<file path="src/rtl/refsched_pkg.sv">
package refsched_pkg;

  typedef enum logic [2:0] {
    ST_IDLE,
    ST_PRE,
    ST_WRP,
    ST_REF,
    ST_WRFC
  } rs_state_e;

  typedef struct packed {
    logic ras_n;
    logic cas_n;
    logic we_n;
  } ddr_cmd_t;

  localparam ddr_cmd_t CMD_NOP = 3'b111;
  localparam ddr_cmd_t CMD_PRE = 3'b010;
  localparam ddr_cmd_t CMD_REF = 3'b001;

endpackage

</file>
<file path="src/rtl/refsched_tick.sv">
module refsched_tick #(
  parameter int LIM_NORM = 3125,
  parameter int LIM_HOT  = 1562
) (
  input  logic clk_i,
  input  logic rst_ni,
  input  logic hot_i,
  output logic tick_o
);
  localparam int CW = $clog2(LIM_NORM + 1);

  logic [CW-1:0] cnt_q, lim;
  logic          wrap;

  assign lim    = hot_i ? CW'(LIM_HOT) : CW'(LIM_NORM);
  // >= so a switch to the short interval with a high count wraps at once
  assign wrap   = (cnt_q >= lim - CW'(1));
  assign tick_o = wrap;

  always_ff @(posedge clk_i or negedge rst_ni) begin
    if (!rst_ni)   cnt_q <= '0;
    else if (wrap) cnt_q <= '0;
    else           cnt_q <= cnt_q + CW'(1);
  end

  a_r2_cnt_bound: assert property (@(posedge clk_i) disable iff (!rst_ni)
    cnt_q < CW'(LIM_NORM));
  a_r3_hot_bound: assert property (@(posedge clk_i) disable iff (!rst_ni)
    (hot_i && $past(hot_i)) |-> cnt_q < CW'(LIM_HOT));

endmodule

</file>
<file path="src/rtl/refsched_debt.sv">
module refsched_debt #(
  parameter int MAX_PEND = 8
) (
  input  logic clk_i,
  input  logic rst_ni,
  input  logic tick_i,
  input  logic ref_i,
  output logic pending_o,
  output logic urgent_o
);
  localparam int PW = $clog2(MAX_PEND + 1);

  logic [PW-1:0] pend_q;
  logic          up, dn;

  assign up = tick_i && ((pend_q != PW'(MAX_PEND)) || ref_i);
  assign dn = ref_i && (pend_q != '0);

  always_ff @(posedge clk_i or negedge rst_ni) begin
    if (!rst_ni) pend_q <= '0;
    else         pend_q <= pend_q + PW'(up) - PW'(dn);
  end

  assign pending_o = (pend_q != '0);
  assign urgent_o  = (pend_q == PW'(MAX_PEND));

  a_r4_no_overflow: assert property (@(posedge clk_i) disable iff (!rst_ni)
    pend_q <= PW'(MAX_PEND));
  a_r9_ref_drains: assert property (@(posedge clk_i) disable iff (!rst_ni)
    (ref_i && !tick_i && pend_q != '0) |=> pend_q == $past(pend_q) - PW'(1));
  a_r2_tick_adds: assert property (@(posedge clk_i) disable iff (!rst_ni)
    (tick_i && !ref_i && pend_q != PW'(MAX_PEND)) |=> pend_q == $past(pend_q) + PW'(1));

endmodule

</file>
<file path="src/rtl/refsched_seq.sv">
module refsched_seq
  import refsched_pkg::*;
#(
  parameter int T_RP  = 6,
  parameter int T_RFC = 30
) (
  input  logic     clk_i,
  input  logic     rst_ni,
  input  logic     pending_i,
  input  logic     urgent_i,
  input  logic     grant_i,
  input  logic     banks_open_i,
  output ddr_cmd_t cmd_o,
  output logic     a10_o,
  output logic     busy_o,
  output logic     ref_o
);
  localparam int T_MAX = (T_RP > T_RFC) ? T_RP : T_RFC;
  localparam int WCW   = $clog2(T_MAX + 1);

  rs_state_e      st_q, st_d;
  logic [WCW-1:0] wcnt_q;
  logic           go, wdone;

  assign go    = pending_i && (grant_i || urgent_i);
  assign wdone = (wcnt_q == WCW'(1));

  always_comb begin
    st_d = st_q;
    unique case (st_q)
      ST_IDLE: if (go) st_d = banks_open_i ? ST_PRE : ST_REF;
      ST_PRE:  st_d = ST_WRP;
      ST_WRP:  if (wdone) st_d = ST_REF;
      ST_REF:  st_d = ST_WRFC;
      ST_WRFC: if (wdone) st_d = go ? ST_REF : ST_IDLE;
      default: st_d = ST_IDLE;
    endcase
  end

  always_ff @(posedge clk_i or negedge rst_ni) begin
    if (!rst_ni) begin
      st_q   <= ST_IDLE;
      wcnt_q <= '0;
    end else begin
      st_q <= st_d;
      unique case (st_q)
        ST_PRE:           wcnt_q <= WCW'(T_RP - 1);
        ST_REF:           wcnt_q <= WCW'(T_RFC - 1);
        ST_WRP, ST_WRFC:  if (!wdone) wcnt_q <= wcnt_q - WCW'(1);
        default:          wcnt_q <= wcnt_q;
      endcase
    end
  end

  always_comb begin
    cmd_o = CMD_NOP;
    a10_o = 1'b0;
    if (st_q == ST_PRE) begin
      cmd_o = CMD_PRE;
      a10_o = 1'b1;
    end else if (st_q == ST_REF) begin
      cmd_o = CMD_REF;
    end
  end

  assign busy_o = (st_q != ST_IDLE);
  assign ref_o  = (st_q == ST_REF);

  // checker-only spacing counters
  logic [15:0] since_pre_q, since_ref_q;
  logic        pre_open_q;

  always_ff @(posedge clk_i or negedge rst_ni) begin
    if (!rst_ni) begin
      since_pre_q <= '0;
      since_ref_q <= '1;
      pre_open_q  <= 1'b0;
    end else begin
      since_pre_q <= (cmd_o == CMD_PRE) ? 16'd1 :
                     (since_pre_q != '1) ? since_pre_q + 16'd1 : since_pre_q;
      since_ref_q <= (cmd_o == CMD_REF) ? 16'd1 :
                     (since_ref_q != '1) ? since_ref_q + 16'd1 : since_ref_q;
      if (cmd_o == CMD_PRE)      pre_open_q <= 1'b1;
      else if (cmd_o == CMD_REF) pre_open_q <= 1'b0;
    end
  end

  a_r6_rp_gap: assert property (@(posedge clk_i) disable iff (!rst_ni)
    (cmd_o == CMD_REF && pre_open_q) |-> since_pre_q == 16'(T_RP));
  a_r8_rfc_gap: assert property (@(posedge clk_i) disable iff (!rst_ni)
    (cmd_o == CMD_REF) |-> since_ref_q >= 16'(T_RFC));
  a_r4_forced_start: assert property (@(posedge clk_i) disable iff (!rst_ni)
    (!busy_o && urgent_i) |=> busy_o);
  a_r11_no_req_hold: assert property (@(posedge clk_i) disable iff (!rst_ni)
    (!busy_o && !pending_i) |=> !busy_o);
  a_r5_closed_direct: assert property (@(posedge clk_i) disable iff (!rst_ni)
    (!busy_o && go && !banks_open_i) |=> cmd_o == CMD_REF);
  a_r7_busy_end: assert property (@(posedge clk_i) disable iff (!rst_ni)
    $fell(busy_o) |-> since_ref_q == 16'(T_RFC));

endmodule

</file>
<file path="src/rtl/ddr2_refresh_sched.sv">
module ddr2_refresh_sched
  import refsched_pkg::*;
#(
  parameter int TCK_PS   = 2500,
  parameter int TREFI_PS = 7_812_500,
  parameter int TRP_PS   = 15_000,
  parameter int TRFC_PS  = 75_000,
  parameter int MAX_PEND = 8
) (
  input  logic clk_i,
  input  logic rst_ni,
  input  logic hot_i,
  input  logic banks_open_i,
  input  logic grant_i,
  output logic req_o,
  output logic urgent_o,
  output logic busy_o,
  output logic ras_n_o,
  output logic cas_n_o,
  output logic we_n_o,
  output logic a10_o,
  output logic cke_o
);
  localparam int REFI_CYC = TREFI_PS / TCK_PS;
  localparam int HOT_CYC  = (REFI_CYC / 2 < 1) ? 1 : REFI_CYC / 2;
  localparam int RP_RAW   = (TRP_PS + TCK_PS - 1) / TCK_PS;
  localparam int RFC_RAW  = (TRFC_PS + TCK_PS - 1) / TCK_PS;
  localparam int RP_CYC   = (RP_RAW < 2) ? 2 : RP_RAW;
  localparam int RFC_CYC  = (RFC_RAW < 2) ? 2 : RFC_RAW;

  logic     tick, pending, urgent, ref_issued;
  ddr_cmd_t cmd;

  refsched_tick #(.LIM_NORM(REFI_CYC), .LIM_HOT(HOT_CYC)) u_tick (
    .clk_i (clk_i),
    .rst_ni(rst_ni),
    .hot_i (hot_i),
    .tick_o(tick)
  );

  refsched_debt #(.MAX_PEND(MAX_PEND)) u_debt (
    .clk_i    (clk_i),
    .rst_ni   (rst_ni),
    .tick_i   (tick),
    .ref_i    (ref_issued),
    .pending_o(pending),
    .urgent_o (urgent)
  );

  refsched_seq #(.T_RP(RP_CYC), .T_RFC(RFC_CYC)) u_seq (
    .clk_i       (clk_i),
    .rst_ni      (rst_ni),
    .pending_i   (pending),
    .urgent_i    (urgent),
    .grant_i     (grant_i),
    .banks_open_i(banks_open_i),
    .cmd_o       (cmd),
    .a10_o       (a10_o),
    .busy_o      (busy_o),
    .ref_o       (ref_issued)
  );

  assign req_o    = pending;
  assign urgent_o = urgent;
  assign ras_n_o  = cmd.ras_n;
  assign cas_n_o  = cmd.cas_n;
  assign we_n_o   = cmd.we_n;
  assign cke_o    = 1'b1;  // power-down is handled elsewhere

  a_r10_cmd_legal: assert property (@(posedge clk_i) disable iff (!rst_ni)
    (cmd == CMD_NOP) || (cmd == CMD_PRE) || (cmd == CMD_REF));
  a_r7_cmd_only_busy: assert property (@(posedge clk_i) disable iff (!rst_ni)
    (cmd != CMD_NOP) |-> busy_o);
  a_r9_req_after_ref: assert property (@(posedge clk_i) disable iff (!rst_ni)
    $fell(req_o) |-> $past(ref_issued));

endmodule

</file>
<file path="config.mk">
export PLATFORM = sky130hd
export DESIGN_NAME = ddr2_refresh_sched
export DESIGN_NICKNAME = d
export VERILOG_FILES = /design/src/rtl/refsched_pkg.sv /design/src/rtl/refsched_tick.sv /design/src/rtl/refsched_debt.sv /design/src/rtl/refsched_seq.sv /design/src/rtl/ddr2_refresh_sched.sv
export SDC_FILE = /design/constraint.sdc
export NUM_CORES = 1
export LEC_CHECK = 0
export BUFFER_PORTS_ARGS = -buffer_cell sky130_fd_sc_hd__buf_2
export CAP_MARGIN = 20
export CORE_UTILIZATION = 50
export DETAILED_ROUTE_END_ITERATION = 12
export PLACE_DENSITY = 0.77
export RECOVER_POWER = 50
export SYNTH_ARGS = -nofsm -noshare
export SYNTH_HDL_FRONTEND = slang
export SYNTH_SLANG_ARGS = --single-unit
</file>
<file path="constraint.sdc">
create_clock -name clk_i -period 2.8 [get_ports clk_i]
set_input_delay 0.28 -clock clk_i [delete_from_list [all_inputs] [get_ports clk_i]]
set_output_delay 0.28 -clock clk_i [all_outputs]
set_load 0.005 [all_outputs]
</file>
Yosys cells after proc, flatten, opt, wreduce, memory -nomap -nowiden
Cells that the tools add are included.
{ "word_totals": {"register_bits": 24, "in_bits": 5, "word_cells": 46} }
{ "classes": {"addsub": 5, "magnitude_cmp": 1, "eq_ne": 11, "muxes": 13, "reduce_logical": 12} }
{ "ops": {"columns": ["cell", "n"], "rows": [
  ["two-way mux 12 bit", 2],
  ["two-way mux 3 bit", 5],
  ["case mux 3 bit (5 select lines)", 1],
  ["case mux 5 bit (3 select lines)", 1],
  ["adder 12 x 1 -> 12 bit, second input constant", 1],
  [">= comparator 12 bit", 1],
  ["subtractor 12 x 1 -> 12 bit, second input constant", 1],
  ["equality test 3 x 2 -> 1 bit, second input constant", 2],
  ["!= test 2 x 1 -> 1 bit, second input constant", 3],
  ["nonzero test 3 bit", 2],
  ["equality test 5 x 1 -> 1 bit, second input constant", 1],
  ["two-way mux 5 bit", 1],
  ["subtractor 5 x 1 -> 5 bit, second input constant", 1],
  ["adder 4 x 1 -> 4 bit", 1],
  ["equality test 4 bit, second input constant", 1],
  ["two-way mux 2 bit", 2],
  ["!= test 4 bit, second input constant", 1],
  ["nonzero test 4 bit", 1],
  ["subtractor 4 x 1 -> 4 bit", 1],
  ["equality test 3 x 1 -> 1 bit, second input constant", 1],
  ["equality test 3 bit, second input constant", 1],
  ["logical AND 1 bit", 3],
  ["zero test 3 bit", 1],
  ["AND reduction 3 bit", 1],
  ["other kinds (5)", 6]
]} }

Logic depth before layout (Yosys ltp)
{ "logic_depth": {"ltp_word": 6, "depth_mapped": 11, "ltp_nobuf": 10} }

Hierarchy
From an unflattened synthesis, not the netlist that was laid out.
{ "unflattened": {"hier_cells": 187, "area_unflattened_um2": 1680.4} }
{ "by_module_without_submodules": {"columns": ["module", "instances", "cells_each", "area_each_um2"], "rows": [
  ["refsched_tick", 1, 78, 764.5],
  ["refsched_seq", 1, 81, 630.6],
  ["refsched_debt", 1, 26, 274.0],
  ["ddr2_refresh_sched", 1, 2, 11.3]
]} }

Least setup slack after synthesis
Ideal clock, no wire load.
{ "synth_path": {"path_type": "reg-to-reg", "startpoint": "register u_tick.cnt_q[0]", "endpoint": "register u_debt.pend_q[1]", "t_arrival_ns": 2.293, "path_slack_ns": 0.443, "path_stages_with_launch": 11, "path_buffers": 0, "synth_period_minus_slack_ns": 2.357, "cell_sequence": "dfrtp_1 inv_1 ha_1 nor4b_1 o21bai_1 a311o_1 a21boi_0 ha_1 inv_1 fa_1 inv_1"} }
{ "synth_via": {"elab_chain_cells": 4} }
{ "synth_rtl": {"columns": ["item", "line_no", "source"], "rows": [
  ["start, declared", "refsched_tick.sv:12", "logic [CW-1:0] cnt_q, lim;"],
  ["start signal, assigned", "refsched_tick.sv:23", "else cnt_q <= cnt_q + CW'(1);"],
  [">= comparator 12 bit", "refsched_tick.sv:17", "assign wrap = (cnt_q >= lim - CW'(1));"],
  ["logical AND 1 bit", "refsched_debt.sv:16", "assign up = tick_i && ((pend_q != PW'(MAX_PEND)) || ref_i);"],
  ["adder 4 x 1 -> 4 bit", "refsched_debt.sv:21", "else pend_q <= pend_q + PW'(up) - PW'(dn);"],
  ["subtractor 4 x 1 -> 4 bit", "refsched_debt.sv:21", null],
  ["end signal, assigned", "refsched_debt.sv:21", null],
  ["end, declared", "refsched_debt.sv:13", "logic [PW-1:0] pend_q;"]
]} }
No other way between the ends.
A chain may end at the register's enable or synchronous reset.

Worst setup path after layout
{ "layout_path": {"startpoint": "register u_tick.cnt_q[0]", "endpoint": "register u_debt.pend_q[3]"} }
The elaborated chain is that of the path after synthesis.

==> summary.txt <==
Clock network
  – CTS tree: built
  – CTS H-tree depth: 1
  – Clock Path Buffers: 2
  – Clock Latency Late Sink: 0.31 ns
  – Clk root buf: clkbuf_4
  – Clock Sinks: 24
  – Post-CTS setup buffer count: 0
  – Worst-path clk slew: 0.13 ns
  – Total CTS buffers: 3

Logic synthesis
  – Post-Syn Area: 1700 sq um
  – Ys flop type: dfrtp_1
  – Synthesized net count: 210
  – Synth Warn #: 0
  – Avg Inst Size Synth: roughly 9.0 sq um
  – Synth Instances: ~190
  – Post-synth EDFFs: 0
  – FF+latch count, synth: 24
  – Synth unique cells: between 40 and 50
  – Fraction of registers with async set/reset: 1.00
  – Sequential-to-total area share from yosys stat: 0.354

Power
  – Peak supply drop: 0.000524 V
  – Final Power: 1.41 mW
  – Power per Cell Area: 775 nW/um^2
  – Leak: 0.817 nW

Detailed routing
  – Final wirelength: approximately 3.4 mm
  – Routed vias/inst: 5.74
  – Drt pass-1 iters: 4
  – DR vias: approximately 1400
  – Initial DRC count: 50
  – Wire per inst: approximately 14 um
  – Drc violations: 0
  – Post-DRT Antenna Nets: 0

STA
  – RSZ-0062 raised after global routing: false
  – Final setup viols: 0
  – Final Hold Fails: 0
  – Worst-margin pin slew: 1.30 ns
  – Max-slew violations: 0
  – Setup_tns: 0 ns
  – Hold_ws: 0.319 ns
  – Max transition margin: 0.133
  – Tmin final: 2.60 ns
  – Peak Freq: 0.384 GHz
  – Fin crit share: 0.930
  – Fin Clk Skew: 0.00840 ns

Worst setup path
  – CP max-delay cell: dfrtp_1
  – Cell mode on critical path: ha_1
  – Crit Reg-Reg Endpoint: u_debt.pend_q[3]
  – Critical Path Start Type: register
  – Reg2reg setup slack: 0.20 ns
  – Number of buffers and inverters on the critical path: 1
  – CP Data Arrival Time: around 2.9 ns
  – Worst Setup End Kind: register
  – Reg2reg path depth: 10
  – Crit Path Max Fanout: 6
  – Critical path class: register to register
  – Worst r2r src: u_tick.cnt_q[0]
  – Required time of the worst setup path: 3.04 ns
  – CP delay by family, top: compound AO/OA/AOI/OAI gates
  – Crit-path cells: inv_1 -> ha_1 -> nor4b_1 -> o21bai_1 -> a311o_1 -> a21boi_0 -> ha_1 -> a21o_1 -> a21oi_1 -> xor2_1
  – Crit path largest cell delay: 0.46 ns

Min path
  – WHS Path Cells: 3
  – Worst min path class: primary input to register
  – Hold path start: grant_i
  – Hold EP: u_seq.st_q[1]

GRT
  – Initial antenna violation count: 0
  – First-pass GRT wire length: 6.01 mm
  – Vias in the first global route: 1355
  – Largest net degree at the start of global routing: 25
  – Grt total ovfl: 0
  – GRT Overall Usage: 0.218

Finish
  – P&R area growth vs syn: 7.00%
  – Number of fill cells: about 280
  – Commonest non-fill, non-tap cell in the layout: dfrtp_1
  – Post-layout instance area: roughly 1800 sq um
  – Most frequent cells in the layout: dfrtp_1, inv_1, nor2_1
  – Layout cell share with drive strength beyond 1: 0.112
  – Final net count: between 200 and 250
  – N_diodes: 0
  – Core Util, Final: 0.581

Placed design
  – Placed Area: 1780 sq um
  – GPL Wtd Cong: 0.857
  – HPWL after DPL: between 2 and 2.5 mm
  – PortBufs: 11

Floorplan
  – Initial core utilization: 0.543
  – Die height: 60.3 um
  – Site Rows: 20
  – Io pins: 13
  – Die ar.: 3630 sq um
  – Core Area: 3130 sq um
  – Die Wd: between 60 and 70 um

Run status
  – Status: completed

Flow run
  – MaxCap Viol Count: 0
==> area by class of cell <==
class                           count  area (sq um)  share of cell area
Clock buffer                        4          36.3              0.0200
Timing Repair Buffer               16          93.8              0.0517
Tap cell                           44          55.1              0.0303
Sequential cell                    24           601               0.331
Inverter                           18          67.6              0.0372
Multi-Input combinational cell    135           963               0.530
==> worst reg2reg max path: stages, from the launching register on <==
cell,delay [ns]
dfrtp_1,0.46
inv_1,0.06
ha_1,0.27
nor4b_1,0.33
o21bai_1,0.12
a311o_1,0.39
a21boi_0,0.15
ha_1,0.22
a21o_1,0.18
a21oi_1,0.16
xor2_1,0.18
==> layer usage <==
layer | GRT usage | routed length (um) | vias to the layer above
met5 | 0 | 0 | -
met4 | 0.0831 | 26 | 0
met3 | 0.0325 | 97 | 4
met2 | 0.364 | 1630 | 27
met1 | 0.283 | 1620 | 669
li1 | - | - | 684
==> metrics by stage <==
stage                     std cells  setup slack, ns
after CTS                       241            0.205
final                           241            0.196
after detailed placement        236            0.245
after global routing            241           0.0435
after global placement          236            0.423
after floorplan                 189            0.443
==> Yosys cell counts (2+ instances only) <==
cell,number,area share
xor2_1,7,0.036
o31a_1,2,0.010
nor2_1,16,0.035
dfrtp_1,24,0.35
and3_1,2,0.0074
a22o_1,2,0.010
nand2_1,12,0.027
or3_1,2,0.0074
o221ai_1,2,0.010
ha_1,15,0.11
o211ai_1,2,0.0088
nor4_1,4,0.015
nand4_1,5,0.018
nand2b_1,6,0.022
nor3_1,4,0.012
clkbuf_1,6,0.013
xnor2_1,5,0.026
buf_4,2,0.0088
a21oi_1,8,0.024
o21a_1,2,0.0088
a21o_1,2,0.0088
o21ai_0,8,0.024
o31ai_1,5,0.022
nand3_1,7,0.021
inv_1,18,0.040
==> registers in the layout, summed over array words and instances, names as in the netlist <==
signal	count
u_tick.cnt_q	12
u_seq.wcnt_q	5
u_debt.pend_q	4
u_seq.st_q	3
==> worst max path at each step <==
stage	to	from	slack [ns]	depth (start not counted)
after global placement	u_debt.pend_q[1]	u_tick.cnt_q[0]	0.42	10
after detailed placement	u_debt.pend_q[3]	u_tick.cnt_q[0]	0.25	10
final	u_debt.pend_q[3]	u_tick.cnt_q[0]	0.20	10
after global routing	u_debt.pend_q[3]	u_tick.cnt_q[0]	0.04	10
after CTS	u_debt.pend_q[3]	u_tick.cnt_q[0]	0.21	10
after floorplan	u_debt.pend_q[1]	u_tick.cnt_q[0]	0.44	10
==> cells by family after synthesis <==
kind of cell,after synthesis,synth area share
compound gates,41,0.175
xor+xnor,12,0.0619
fa+ha+maj,16,0.122
buf+inv,30,0.0766
flops,24,0.354
other cells,1,0.00221
simple gates,65,0.209
==> where the power goes <==
group	switching [mW]	total, mW	internal [mW]
Combinational	0.363	0.680	0.317
Sequential	0.114	0.546	0.432
Clock	0.103	0.182	0.0794
Total	0.580	1.41	0.828
==> repair_timing <==
action                                 4_1_cts  5_1_grt
endpoints found under the hold margin       24        0
resized for setup                            0        0
hold buffers                                 1        0
Power figures use the tool's default switching activity.
